<file path="src/rtl/stat_guard_pkg.sv">
package stat_guard_pkg;

    parameter int unsigned DEF_REGS  = 4;
    parameter int unsigned DEF_FLAGS = 7;

    // state of the serial link as seen from the system clock
    typedef enum logic {
        LINK_IDLE = 1'b0,
        LINK_BUSY = 1'b1
    } link_e;

    function automatic link_e link_of(input logic cs_n);
        return cs_n ? LINK_IDLE : LINK_BUSY;
    endfunction

endpackage

</file>
<file path="src/rtl/stat_pending.sv">
module stat_pending
    import stat_guard_pkg::*;
#(
    parameter int unsigned NUM_REGS = DEF_REGS,
    parameter int unsigned FLAG_W   = DEF_FLAGS,
    parameter int unsigned ADDR_W   = (NUM_REGS > 1) ? $clog2(NUM_REGS) : 1
) (
    input  logic                         clk,
    input  logic                         rst_n,
    input  link_e                        link,
    input  logic [NUM_REGS*FLAG_W-1:0]   evt_i,
    input  logic                         rd_done_i,
    input  logic [ADDR_W-1:0]            rd_addr_i,
    output logic [NUM_REGS*FLAG_W-1:0]   set_o,
    output logic [NUM_REGS*FLAG_W-1:0]   clr_o
);

    localparam int unsigned TOT_W = NUM_REGS * FLAG_W;

    typedef struct packed {
        logic [TOT_W-1:0] evt;
        logic [TOT_W-1:0] clr;
    } pend_t;

    pend_t st_d, st_q;

    logic [TOT_W-1:0] rd_mask;

    // expand the read strobe into a per-flag clear mask
    for (genvar k = 0; k < NUM_REGS; k++) begin : g_dec
        assign rd_mask[k*FLAG_W +: FLAG_W] =
            {FLAG_W{rd_done_i && (rd_addr_i == ADDR_W'(k))}};
    end

    always_comb begin
        st_d  = st_q;
        set_o = '0;
        clr_o = '0;
        if (link == LINK_IDLE) begin
            set_o  = evt_i | st_q.evt;
            clr_o  = rd_mask | st_q.clr;
            st_d   = '0;
        end else begin
            st_d.evt = st_q.evt | evt_i;
            st_d.clr = st_q.clr | rd_mask;
        end
    end

    always_ff @(posedge clk or negedge rst_n) begin
        if (!rst_n) st_q <= '0;
        else        st_q <= st_d;
    end


    pend_clr_keep_chk: assert property (@(posedge clk) disable iff (!rst_n)
        (link == LINK_BUSY) |=> ((st_q.clr & $past(st_q.clr)) == $past(st_q.clr)));


    pend_evt_keep_chk: assert property (@(posedge clk) disable iff (!rst_n)
        (link == LINK_BUSY) |=> ((st_q.evt & $past(evt_i)) == $past(evt_i)));

endmodule

</file>
<file path="src/rtl/stat_bank.sv">
module stat_bank
    import stat_guard_pkg::*;
#(
    parameter int unsigned NUM_REGS = DEF_REGS,
    parameter int unsigned FLAG_W   = DEF_FLAGS
) (
    input  logic                         clk,
    input  logic                         rst_n,
    input  link_e                        link,
    input  logic [NUM_REGS*FLAG_W-1:0]   set_i,
    input  logic [NUM_REGS*FLAG_W-1:0]   clr_i,
    output logic [NUM_REGS*FLAG_W-1:0]   flags_o,
    output logic                         err_n_o
);

    localparam int unsigned TOT_W = NUM_REGS * FLAG_W;

    typedef struct packed {
        logic [TOT_W-1:0] flags;
        logic             err_n;
    } bank_t;

    bank_t st_d, st_q;

    always_comb begin
        st_d = st_q;
        if (link == LINK_IDLE) begin
            // a set beats a clear on the same bit
            st_d.flags = (st_q.flags & ~clr_i) | set_i;
            st_d.err_n = ~|st_d.flags;
        end
    end

    always_ff @(posedge clk or negedge rst_n) begin
        if (!rst_n) begin
            st_q.flags <= '0;
            st_q.err_n <= 1'b1;
        end else begin
            st_q <= st_d;
        end
    end

    assign flags_o = st_q.flags;
    assign err_n_o = st_q.err_n;


    frozen_chk: assert property (@(posedge clk) disable iff (!rst_n)
        (link == LINK_BUSY) |=> ($stable(st_q.flags) && $stable(st_q.err_n)));


    set_wins_chk: assert property (@(posedge clk) disable iff (!rst_n)
        (link == LINK_IDLE) |=> ((st_q.flags & $past(set_i)) == $past(set_i)));


    sticky_chk: assert property (@(posedge clk) disable iff (!rst_n)
        (clr_i == '0) |=> ((st_q.flags & $past(st_q.flags)) == $past(st_q.flags)));

endmodule

</file>
<file path="src/rtl/stat_readout.sv">
module stat_readout
    import stat_guard_pkg::*;
#(
    parameter int unsigned NUM_REGS = DEF_REGS,
    parameter int unsigned FLAG_W   = DEF_FLAGS,
    parameter int unsigned ADDR_W   = (NUM_REGS > 1) ? $clog2(NUM_REGS) : 1
) (
    input  logic [NUM_REGS*FLAG_W-1:0]   flags_i,
    input  logic [ADDR_W-1:0]            rd_addr_i,
    output logic [FLAG_W:0]              rd_data_o
);

    logic [NUM_REGS-1:0][FLAG_W:0] word;

    for (genvar k = 0; k < NUM_REGS; k++) begin : g_word
        assign word[k] = {^flags_i[k*FLAG_W +: FLAG_W], flags_i[k*FLAG_W +: FLAG_W]};
    end

    always_comb begin
        rd_data_o = '0;
        for (int k = 0; k < NUM_REGS; k++) begin
            if (rd_addr_i == ADDR_W'(k)) rd_data_o = word[k];
        end
    end

endmodule

</file>
<file path="src/rtl/stat_guard.sv">
module stat_guard
    import stat_guard_pkg::*;
#(
    parameter int unsigned NUM_REGS = DEF_REGS,
    parameter int unsigned FLAG_W   = DEF_FLAGS,
    parameter int unsigned ADDR_W   = (NUM_REGS > 1) ? $clog2(NUM_REGS) : 1
) (
    input  logic                         clk,
    input  logic                         rst_n,
    input  logic                         cs_n_i,
    input  logic [NUM_REGS*FLAG_W-1:0]   evt_i,
    input  logic                         rd_done_i,
    input  logic [ADDR_W-1:0]            rd_addr_i,
    output logic [FLAG_W:0]              rd_data_o,
    output logic                         err_n_o
);

    localparam int unsigned TOT_W = NUM_REGS * FLAG_W;

    link_e            link;
    logic [TOT_W-1:0] set_mask;
    logic [TOT_W-1:0] clr_mask;
    logic [TOT_W-1:0] flags;

    assign link = link_of(cs_n_i);

    stat_pending #(.NUM_REGS(NUM_REGS), .FLAG_W(FLAG_W), .ADDR_W(ADDR_W)) u_pend (
        .clk       (clk),
        .rst_n     (rst_n),
        .link      (link),
        .evt_i     (evt_i),
        .rd_done_i (rd_done_i),
        .rd_addr_i (rd_addr_i),
        .set_o     (set_mask),
        .clr_o     (clr_mask)
    );

    stat_bank #(.NUM_REGS(NUM_REGS), .FLAG_W(FLAG_W)) u_bank (
        .clk     (clk),
        .rst_n   (rst_n),
        .link    (link),
        .set_i   (set_mask),
        .clr_i   (clr_mask),
        .flags_o (flags),
        .err_n_o (err_n_o)
    );

    stat_readout #(.NUM_REGS(NUM_REGS), .FLAG_W(FLAG_W), .ADDR_W(ADDR_W)) u_rd (
        .flags_i   (flags),
        .rd_addr_i (rd_addr_i),
        .rd_data_o (rd_data_o)
    );


    err_pin_chk: assert property (@(posedge clk) disable iff (!rst_n)
        err_n_o == (flags == '0));


    even_parity_chk: assert property (@(posedge clk) disable iff (!rst_n)
        (^rd_data_o) == 1'b0);

endmodule

</file>
<file path="config.mk">
export PLATFORM = sky130hd
export DESIGN_NAME = stat_guard
export DESIGN_NICKNAME = d
export VERILOG_FILES = /design/src/rtl/stat_guard_pkg.sv /design/src/rtl/stat_pending.sv /design/src/rtl/stat_bank.sv /design/src/rtl/stat_readout.sv /design/src/rtl/stat_guard.sv
export SDC_FILE = /design/constraint.sdc
export NUM_CORES = 1
export LEC_CHECK = 0
export ABC_AREA = 0
export BUFFER_PORTS_ARGS = -buffer_cell sky130_fd_sc_hd__buf_4
export CAP_MARGIN = 20
export CORE_UTILIZATION = 39
export DETAILED_ROUTE_END_ITERATION = 6
export GPL_TIMING_DRIVEN = 0
export PLACE_DENSITY = 0.64
export SETUP_SLACK_MARGIN = 0.2
export SLEW_MARGIN = 20
export SYNTH_ARGS = -nofsm -noshare
export SYNTH_HDL_FRONTEND = slang
export SYNTH_SLANG_ARGS = --single-unit
</file>
<file path="constraint.sdc">
create_clock -name clk -period 2.31 [get_ports clk]
set_clock_uncertainty 0.2 [all_clocks]
set_input_delay 0.1155 -clock clk [delete_from_list [all_inputs] [get_ports clk]]
set_output_delay 0.1155 -clock clk [all_outputs]
set_load 0.005 [all_outputs]
</file>
==> results.cfg, run 1 <==
[floorplan]
floorplan.die_area_um2 = 10300
floorplan.die.height_um = 101
design.portCount = 43
core_area_um2 = 9370
placementRows = 35
die_w_um = 101
effective_utilization_at_floorplan_pct = 41.0

[grt]
grt-ovfl-total = 0
antenna_violations_before_repair = 0
grt_max_degree = 86
grt_pass1_vias = 3032
grt_pass1_wl_um = 15800
grtUsageTotal_pct = 20.7

[sta]
setup_viol = 0
hold_vio_cnt_final = 0
period_minus_slack_ns = 2.24
maxSlewHeadroom_pct = 48.0
grt_setup_unrepaired = yes
final_worst_path_period_share_pct = 96.8
timing_max_transition_violations_final = 0
maxClockFrequency_ghz = 0.447
max_slew.worst_pin.slew_ns = 0.780
finalHoldWorstSlack_ns = 0.0105

[power]
total_switching_power_uw = 873
swShare_pct = 26.5
power.total_uw = 3300
leakage_uw = 0.00228
power_frac_comb_pct = 16.9
share_seq_of_total_power_pct = 50.4
ir_drop_mv = 0.308
pwr-share-clk_pct = 32.7
p_per_area_nw_per_um2 = 659
power.internal_uw = 2420

[flow_run]
maxCapViolations = 0

[setup_path]
critPathMaxFanout = 4
timing.reg2reg.worst_path_depth = 5
timing.rr.start = u_pend.st_q[35]$_DFF_PN0_
cp.required_ns = 1.99
critical_path_arrival_ns = 1.92
crit-reg2reg-capture = u_bank.err_n_o$_DFFE_PN1P_
crit_path_kind = reg2out
rrSetupSlack_ns = 0.37
critical_path.startpoint_type = flip-flop
timing.critical_path.to_type = output port
startpoint_of_the_most_critical_setup_path = u_bank.flags_o[22]$_DFFE_PN0P_

[drt]
dr_wl_cell_um = 16.1
drc = 0
initialDrtViolationCount = 141
via_density_per_instance = 5.00
drt_first_pass_iters = 4
routed_wl_um = 9660
route.vias.total = 2997
remaining_antenna_violation_count_after_routing = 0

[cells_and_area]
num-nets-final = 501
fill_cells = 869
utilization_pct = 53.3
antenna_cells = 0
post_route_cells_drive_above_1_share_pct = 23.4
synthToLayoutAreaGrowth_pct = 30.1

[place]
dp.final_hpwl_um = 6700
io_buffers = 42
gpl.final_weighted_congestion = 0.828

[synthesis]
synth.yosys.seq_area_share_pct = 55.4
synthMostInstantiatedCell = nor2_1
synthTopCellsByCount = nor2_1 (119), dfrtp_1 (84), inv_1 (27)
synth_enable_flop_cells = 0
async_reset_ff_share_pct = 100
synth_top_area_share_pct = 54.7
yosys.area.top_type = dfrtp_1
postSynthRegisterBits = 85
synthesis.area_um2 = 3840
ys_top_cells_by_area = dfrtp_1 (55%), nor2_1 (12%), xnor2_1 (5.5%)
synth_flop_cell = dfrtp_1
synthesis.yosys.warnings = 0
synthesis.area_per_instance_um2 = 10.2
mappedNetlistNets = 409
synthDistinctLibCells = 34
synthCells = 375

[clock_tree]
cts_root_buffer = clkbuf_8
cts-htree-levels = 3
cts_sinks = 85
clock_tree.buffer_depth = 2
worstSkewPairLatency_ns = 0.35
cts_buffers = 9
cts_tree = yes
clkSlewWorstSetupHoldPaths_ns = 0.08

[hold_path]
worstHoldStart = cs_n_i
timing.hold.worst_path_depth = 3
timing.hold.worst_endpoint = u_bank.flags_o[7]$_DFFE_PN0P_
min_path_type = in2reg

[status]
status = complete, no violations
==> timing repair <==
action | CTS | global route
buffers inserted | 4 | 5
hold endpoints to repair | 140 | 0
pin swaps | 2 | 1
gates resized for setup | 6 | 24
hold buffers | 30 | 0
setup endpoints to repair | 1 | 12
==> per-layer routing <==
metal	track usage (%)	wire (um)	share of wire [%]
met3	3.24	261	2.7
met2	32.8	4580	47
met5	0	0	0
met4	6.91	136	1.4
met1	29.2	4690	49
==> cells by family (layout without fill, tap and decap cells) <==
family,Yosys count,count (layout),synth area share (%)
multiplexers,8,8,5.18
XOR/XNOR,24,24,5.47
AND/OR/NAND/NOR,159,159,18.5
AO/OA/AOI/OAI,54,54,10.4
flip-flops,85,85,55.4
buffers and inverters,45,141,5.11
==> stage by stage <==
step	cells	setup TNS [ns]	area [um2]	setup slack, ns
after detailed placement	546	-1.23	4320	-0.143
after global routing	600	0	5000	0.0379
after floorplan	375	0	3840	0.595
after CTS	595	0	4860	0.109
after global placement	546	-1.20	4320	-0.126
final	600	0	5000	0.0740
==> placed cells by master, fill, tap and decap left out, types with 2 or more instances in the layout <==
cell type | Yosys | routed
xnor2_1 | 24 | 13
clkbuf_1 | 10 | 9
o311ai_0 | 7 | 7
buf_2 | 4 | 4
o32ai_1 | 5 | 5
xnor2_2 | 0 | 11
o311ai_1 | 8 | 7
nand4_1 | 2 | 2
inv_1 | 27 | 27
clkinv_2 | 0 | 2
nor4_1 | 5 | 4
buf_4 | 0 | 50
a21oi_1 | 4 | 4
nor2_1 | 119 | 119
mux4_1 | 5 | 4
clkbuf_2 | 0 | 2
o21ai_0 | 22 | 21
dfrtp_2 | 0 | 12
buf_6 | 1 | 2
nand2b_1 | 18 | 18
o221ai_1 | 3 | 3
nand2_1 | 4 | 4
clkbuf_8 | 0 | 11
dfrtp_1 | 84 | 72
nor3b_1 | 6 | 6
mux4_2 | 3 | 4
dlygate4sd3_1 | 0 | 30
==> critical path, stage by stage (launching register included) <==
cell and delay [ns]:
dfrtp_1 0.45, xnor2_2 0.23, xnor2_2 0.11, xnor2_1 0.13, mux4_2 0.49, buf_4 0.15
==> cell type report <==
cell class	count	area (um2)	area share, %
plain buffers	18	97.6	1.95
multi-input cells	245	1610	32.2
flip-flops and latches	85	2140	42.9
well taps	129	161	3.23
repair buffers	81	687	13.7
clock buffers	11	151	3.03
clock inverters	4	47.5	0.951
inverters	27	101	2.03
==> power groups by stage <==
| stage | sequential [uW] | clock [uW] | combinational (uW) |
|---|---|---|---|
| after floorplan | 1660 | 0 | 290 |
| after global placement | 1680 | 0 | 461 |
| after detailed placement | 1680 | 0 | 471 |
| after CTS | 1650 | 1080 | 529 |
| after global routing | 1670 | 1160 | 612 |
| final | 1660 | 1080 | 558 |
==> worst max path at each step <==
stage                                            end  slack (ns)  cells after the start
final                                   rd_data_o[7]        0.07                      5
after global routing                    rd_data_o[7]        0.04                      5
after CTS                               rd_data_o[7]        0.11                      5
after detailed placement   u_pend.st_q[50]$_DFF_PN0_       -0.14                      6
after global placement     u_pend.st_q[45]$_DFF_PN0_       -0.13                      6
after floorplan           u_bank.err_n_o$_DFFE_PN1P_        0.59                      7
==> flip-flops by register name, summed over array words and instances (netlist names) <==
register	cells
u_bank.flags_o	28
u_pend.st_q	56
u_bank.err_n_o	1
(Power assumes the default switching activity.)
==> run 2: changes to the inputs <==
--- a/config.mk
+++ b/config.mk
@@ -5,7 +5,7 @@
 export SDC_FILE = /design/constraint.sdc
 export NUM_CORES = 1
 export LEC_CHECK = 0
-export ABC_AREA = 0
+export ABC_AREA = 1
 export BUFFER_PORTS_ARGS = -buffer_cell sky130_fd_sc_hd__buf_4
 export CAP_MARGIN = 20
 export CORE_UTILIZATION = 39
==> run 2 against run 1 <==
Maximum frequency is 10% higher. Register-to-register slack improved by 0.39 ns. Non-clock buffer count unchanged. Power up 10%. Worst hold slack improved by 0.022 ns. Global-route usage decreased by 1.0 points. Via count is 5.6% higher. Critical endpoint unchanged. Synthesized cell count increased by 22%.
==> results.cfg, run 2 <==
[place]
gpl.final_weighted_congestion = 0.896
pre_cts_slack_ns = 0.412
io_buffers = 41
dp.final_hpwl_um = 6470

[clock_tree]
cts_buffers = 9
clock_tree.buffer_depth = 2
cts_sinks = 85
worstSkewPairLatency_ns = 0.36
cts_tree = yes
cts-htree-levels = 3
clkSlewWorstSetupHoldPaths_ns = 0.09
cts_root_buffer = clkbuf_8

[sta]
final_worst_path_period_share_pct = 87.7
finalHoldWorstSlack_ns = 0.0324
setup_total_negative_slack_ns = 0
maxClockFrequency_ghz = 0.494
grt_setup_unrepaired = yes
maxSlewHeadroom_pct = 49.2
period_minus_slack_ns = 2.03
max_slew.worst_pin.slew_ns = 0.762
setup_ws_ns = 0.284
timing_max_transition_violations_final = 0
hold_vio_cnt_final = 0
setup_viol = 0

[synthesis]
synth_top_area_share_pct = 54.1
synthesis.area_per_instance_um2 = 8.51
synthMostInstantiatedCell = nand2_1
postSynthRegisterBits = 85
synthesis.yosys.warnings = 0
async_reset_ff_share_pct = 100
synthTopCellsByCount = nand2_1 (95), nor2_1 (93), dfrtp_1 (84)
synthCells = 456
synth_flop_cell = dfrtp_1
synthDistinctLibCells = 29
mappedNetlistNets = 490
synth.yosys.seq_area_share_pct = 54.8
ys_top_cells_by_area = dfrtp_1 (54%), nand2_1 (9.2%), nor2_1 (9.0%)
synthesis.area_um2 = 3880
yosys.area.top_type = dfrtp_1
synth_enable_flop_cells = 0

[setup_path]
crit_path_kind = reg2out
timing.reg2reg.worst_path_depth = 9
biggest_cell_delay_along_the_critical_path_ns = 0.43
timing.critical_path.to_type = output port
critical_path_arrival_ns = 1.71
critical_path.startpoint_type = flip-flop
startpoint_of_the_most_critical_setup_path = u_bank.flags_o[12]$_DFFE_PN0P_
timing.rr.start = u_pend.st_q[42]$_DFF_PN0_
critPathMaxFanout = 3
crit_path_top_delay_cell = dfrtp_1
crit_path_frequent_cell = inv_1
cp_num_cells = 9
cp.required_ns = 1.99
crit-reg2reg-capture = u_bank.err_n_o$_DFFE_PN1P_
critical_path.cell_chain = xnor2_2 -> xor2_1 -> inv_1 -> nand2_1 -> nand3_2 -> o21ai_1 -> inv_1 -> nand3_1 -> buf_4
critical-path-top-delay-family = flip-flops
worstSetupEndpoint = rd_data_o[7]
rrSetupSlack_ns = 0.76
worst-path-buf-inv = 3

[floorplan]
die_w_um = 102
floorplan.die_area_um2 = 10400
effective_utilization_at_floorplan_pct = 39.9
placementRows = 36
floorplan.die.height_um = 102
core_area_um2 = 9730
design.portCount = 43

[status]
status = complete, no violations

[grt]
grt-ovfl-total = 0
grt_pass1_vias = 3178
antenna_violations_before_repair = 0
grt_pass1_wl_um = 15200
grt_max_degree = 86
grtUsageTotal_pct = 19.7

[cells_and_area]
biggest_register = u_pend.st_q
utilization_pct = 51.8
synthToLayoutAreaGrowth_pct = 29.8
post_route_cells_drive_above_1_share_pct = 19.9
largest_register_ffs = 56
final_cell_mix = nand2_1 (95), nor2_1 (91), dfrtp_1 (80), inv_1 (53), buf_4 (52)
antenna_cells = 0
layout.cells.most_common = nand2_1
num-nets-final = 583

[drt]
drt_first_pass_iters = 4
dr_wl_cell_um = 13.5
route.vias.total = 3164
routed_wl_um = 9260
initialDrtViolationCount = 122
drc = 0
via_density_per_instance = 4.61
remaining_antenna_violation_count_after_routing = 0

[flow_run]
maxCapViolations = 0

[power]
p_per_area_nw_per_um2 = 722
leakage_uw = 0.00236
ir_drop_mv = 0.252

[hold_path]
min_path_type = in2reg
[run 2: layout make-up]
type                       instances  area [um2]
multi-input combinational        298        1490
clock inverter                     6         111
fill                             942        4690
buffer                            17         110
timing repair buffer              82         697
sequential                        85        2130
tap                              133         166
clock buffer                      10         128
inverter                          56         210
[run 2: worst register-to-register path: cells and delay by family (launching register included)]
kind            cells  cell delay [ns]
compound gates      1             0.17
flops               1             0.37
simple gates        8             0.77
[run 2: layer usage]
metal  GRT usage, %  part of all wire (%)  up-vias
li1               -                     -     1586
met1           26.7                    46     1505
met2           32.2                    49       59
met3           3.24                   4.0       14
met4           6.58                   1.3        0
met5              0                     0        -
[run 2: how the worst min path moves through the flow]
stage                     slack (ns)  depth (start not counted)                       endpoint         start
after floorplan                -0.38                          0  u_bank.flags_o[0]$_DFFE_PN0P_         rst_n
after global placement          0.14                          3      u_pend.st_q[51]$_DFF_PN0_     evt_i[23]
after detailed placement        0.15                          3      u_pend.st_q[49]$_DFF_PN0_     evt_i[21]
after CTS                       0.03                          4      u_pend.st_q[25]$_DFF_PN0_  rd_addr_i[0]
after global routing            0.05                          4      u_pend.st_q[25]$_DFF_PN0_  rd_addr_i[0]
final                           0.03                          4      u_pend.st_q[25]$_DFF_PN0_  rd_addr_i[0]
[run 2: report_power, final]
group / internal (uW) / switching (uW)
combinational: 330 / 361
sequential: 1600 / 91.1
clock: 719 / 535
total: 2650 / 988
[run 2: timing repair]
action	in CTS	in global routing
endpoints found under the hold margin	145	0
hold buffers	31	0
buffers inserted	0	10
gates resized for setup	0	14
setup endpoints to repair	0	3
[run 2: cell families (layout without fill, tap and decap cells)]
| family | count (synthesis) | in the layout | synth area share, % |
|---|---|---|---|
| and+or+nand+nor | 211 | 211 | 22.4 |
| buffers and inverters | 73 | 171 | 8.25 |
| DFF | 85 | 85 | 54.8 |
| xor gates and xnor gates | 22 | 22 | 4.96 |
| AOI/OAI and AO/OA | 65 | 65 | 9.54 |
[run 2: per-stage QoR]
| stage | cell area, um2 | cells | power (uW) |
|---|---|---|---|
| floorplan | 3880 | 456 | 2090 |
| global placement | 4360 | 630 | 2300 |
| detailed placement | 4360 | 630 | 2320 |
| CTS | 4910 | 677 | 3610 |
| global route | 5040 | 687 | 3830 |
| finish | 5040 | 687 | 3640 |
==> run 3: changes to the inputs <==
--- a/config.mk
+++ b/config.mk
@@ -12,6 +12,7 @@
 export DETAILED_ROUTE_END_ITERATION = 6
 export GPL_TIMING_DRIVEN = 0
 export PLACE_DENSITY = 0.64
+export REMOVE_ABC_BUFFERS = 1
 export SETUP_SLACK_MARGIN = 0.2
 export SLEW_MARGIN = 20
 export SYNTH_ARGS = -nofsm -noshare
==> constraint.sdc (replaced) <==
create_clock -name clk -period 2.6 [get_ports clk]
set_clock_uncertainty 0.2 [all_clocks]
set_input_delay 0.13 -clock clk [delete_from_list [all_inputs] [get_ports clk]]
set_output_delay 0.13 -clock clk [all_outputs]
set_load 0.005 [all_outputs]
==> run 3 against run 2 <==
Worst hold slack worse by 0.0033 ns. Die area unchanged. Combinational power down 21%. First-iteration DRC count up 0.82%. Clock power down 17%. Sequential share of layout area up 2.0 points. Critical path depth down 1. Largest power group unchanged.
==> results.cfg, run 3 (same netlist as run 2, synthesis figures left out) <==
[cells_and_area]
final_cell_mix = nand2_1 (95), nor2_1 (93), dfrtp_1 (84), inv_1 (52)
post_route_cells_drive_above_1_share_pct = 15.3
layout.cells.most_common = nand2_1
instances_no_fill = 661
synthToLayoutAreaGrowth_pct = 23.6
utilization_pct = 49.3
num-nets-final = 557
biggest_register = u_pend.st_q
antenna_cells = 0
fill_cells = 938
largest_register_ffs = 56

[setup_path]
crit_path_kind = reg2out
critPathMaxFanout = 3
cp.required_ns = 2.27
timing.rr.start = u_pend.st_q[53]$_DFF_PN0_
rrSetupSlack_ns = 1.03
critical_path.startpoint_type = flip-flop
timing.critical_path.to_type = output port
critical_path_arrival_ns = 1.81
crit-reg2reg-capture = u_bank.err_n_o$_DFFE_PN1P_
timing.reg2reg.worst_path_depth = 9

[hold_path]
timing.hold.worst_endpoint = u_pend.st_q[54]$_DFF_PN0_
timing.hold.worst_path_depth = 2
min_path_type = in2reg
worstHoldStart = cs_n_i

[drt]
via_density_per_instance = 4.53
route.vias.total = 2992
drt_first_pass_iters = 4
remaining_antenna_violation_count_after_routing = 0
drc = 0
initialDrtViolationCount = 123
dr_wl_cell_um = 12.5
routed_wl_um = 8260

[sta]
grt_setup_unrepaired = no
setup_ws_ns = 0.461
finalHoldWorstSlack_ns = 0.0291
setup_viol = 0
final_worst_path_period_share_pct = 82.3
hold_vio_cnt_final = 0
timing_max_transition_violations_final = 0
maxSlewHeadroom_pct = 49.6
maxClockFrequency_ghz = 0.468
max_slew.worst_pin.slew_ns = 0.755
period_minus_slack_ns = 2.14

[power]
ir_drop_mv = 0.297
power.total_uw = 3090
p_per_area_nw_per_um2 = 643
leakage_uw = 0.00223

[clock_tree]
clock_tree.buffer_depth = 2
clkSlewWorstSetupHoldPaths_ns = 0.08
cts.repair_timing.setup_buffer_count = 0
worstSkewPairLatency_ns = 0.35
cts_buffers = 9
cts_root_buffer = clkbuf_8
cts_tree = yes
cts_sinks = 85
cts-htree-levels = 3

[grt]
grtUsageTotal_pct = 17.3
grt_pass1_vias = 2912
antenna_violations_before_repair = 0
grt-ovfl-total = 0
grt_pass1_wl_um = 13600
grt_max_degree = 86

[place]
io_buffers = 42
dp_cells = 614
pre_cts_slack_ns = -0.173
dp.final_hpwl_um = 5500
gpl.final_weighted_congestion = 0.871

[flow_run]
maxCapViolations = 0

[floorplan]
floorplan.die_area_um2 = 10400
die_w_um = 102
design.portCount = 43
core_area_um2 = 9730
placementRows = 36
effective_utilization_at_floorplan_pct = 39.9
floorplan.die.height_um = 102

[status]
status = complete, no violations
==> run 3: cell types whose count changed in the layout (fill, tap and decap cells not counted), sizes merged <==
cell	before	now
clkbuf	15	13
buf	63	42
clkinvlp	1	3
bufinv	3	2
inv	55	54
dlygate4sd3	31	30
clkinv	3	1
==> run 3: stage by stage <==
step                instance area (um2)  TNS, ns
floorplan                          3770        0
global placement                   4250   -0.157
detailed placement                 4250   -0.173
CTS                                4780        0
global route                       4800        0
finish                             4800        0
==> run 3: worst max path at each step <==
stage | startpoint | end | slack, ns | cells past startpoint
finish | u_bank.flags_o[10]$_DFFE_PN0P_ | rd_data_o[7] | 0.46 | 8
global placement | cs_n_i | u_bank.err_n_o$_DFFE_PN1P_ | -0.16 | 9
CTS | cs_n_i | u_bank.err_n_o$_DFFE_PN1P_ | 0.20 | 9
detailed placement | cs_n_i | u_bank.err_n_o$_DFFE_PN1P_ | -0.17 | 9
floorplan | cs_n_i | u_bank.err_n_o$_DFFE_PN1P_ | 1.15 | 9
global route | u_bank.flags_o[10]$_DFFE_PN0P_ | rd_data_o[7] | 0.36 | 8
==> run 3: report_power, final <==
| group | internal, uW | switching (uW) |
|---|---|---|
| Combinational | 253 | 292 |
| Clock | 595 | 448 |
| Sequential | 1420 | 76.5 |
==> run 3: critical path, cell delays in order (launching register included) <==
cell and delay [ns]:
dfrtp_1 0.44, xnor2_1 0.29, xor2_1 0.19, nand2_1 0.07
nand3_1 0.07, o21ai_0 0.09, inv_1 0.08, nand3_1 0.08
buf_4 0.15
==> run 3: repair_timing <==
item                       4_1_cts  5_1_grt
resized for setup                0        3
hold buffers                    30        0
setup endpoints to repair        0        1
hold endpoints to repair       141        0
==> run 3: layout make-up <==
cell class | count | area (um2) | area share (%)
Timing Repair Buffer | 72 | 623 | 13.0
Clock buffer | 13 | 159 | 3.31
Multi-Input combinational cell | 298 | 1430 | 29.9
Timing Repair inverter | 1 | 7.51 | 0.156
Sequential cell | 85 | 2130 | 44.3
Inverter | 56 | 214 | 4.46
Tap cell | 133 | 166 | 3.47
Clock inverter | 3 | 67.6 | 1.41
==> run 3: per-layer routing <==
layer  up-vias  routed length, um  track usage, %
met1      1397               3940            22.8
met5         -                  0               0
met4         0                134            6.47
li1       1531                  -               -
met3        13                349            4.35
met2        51               3840            27.7
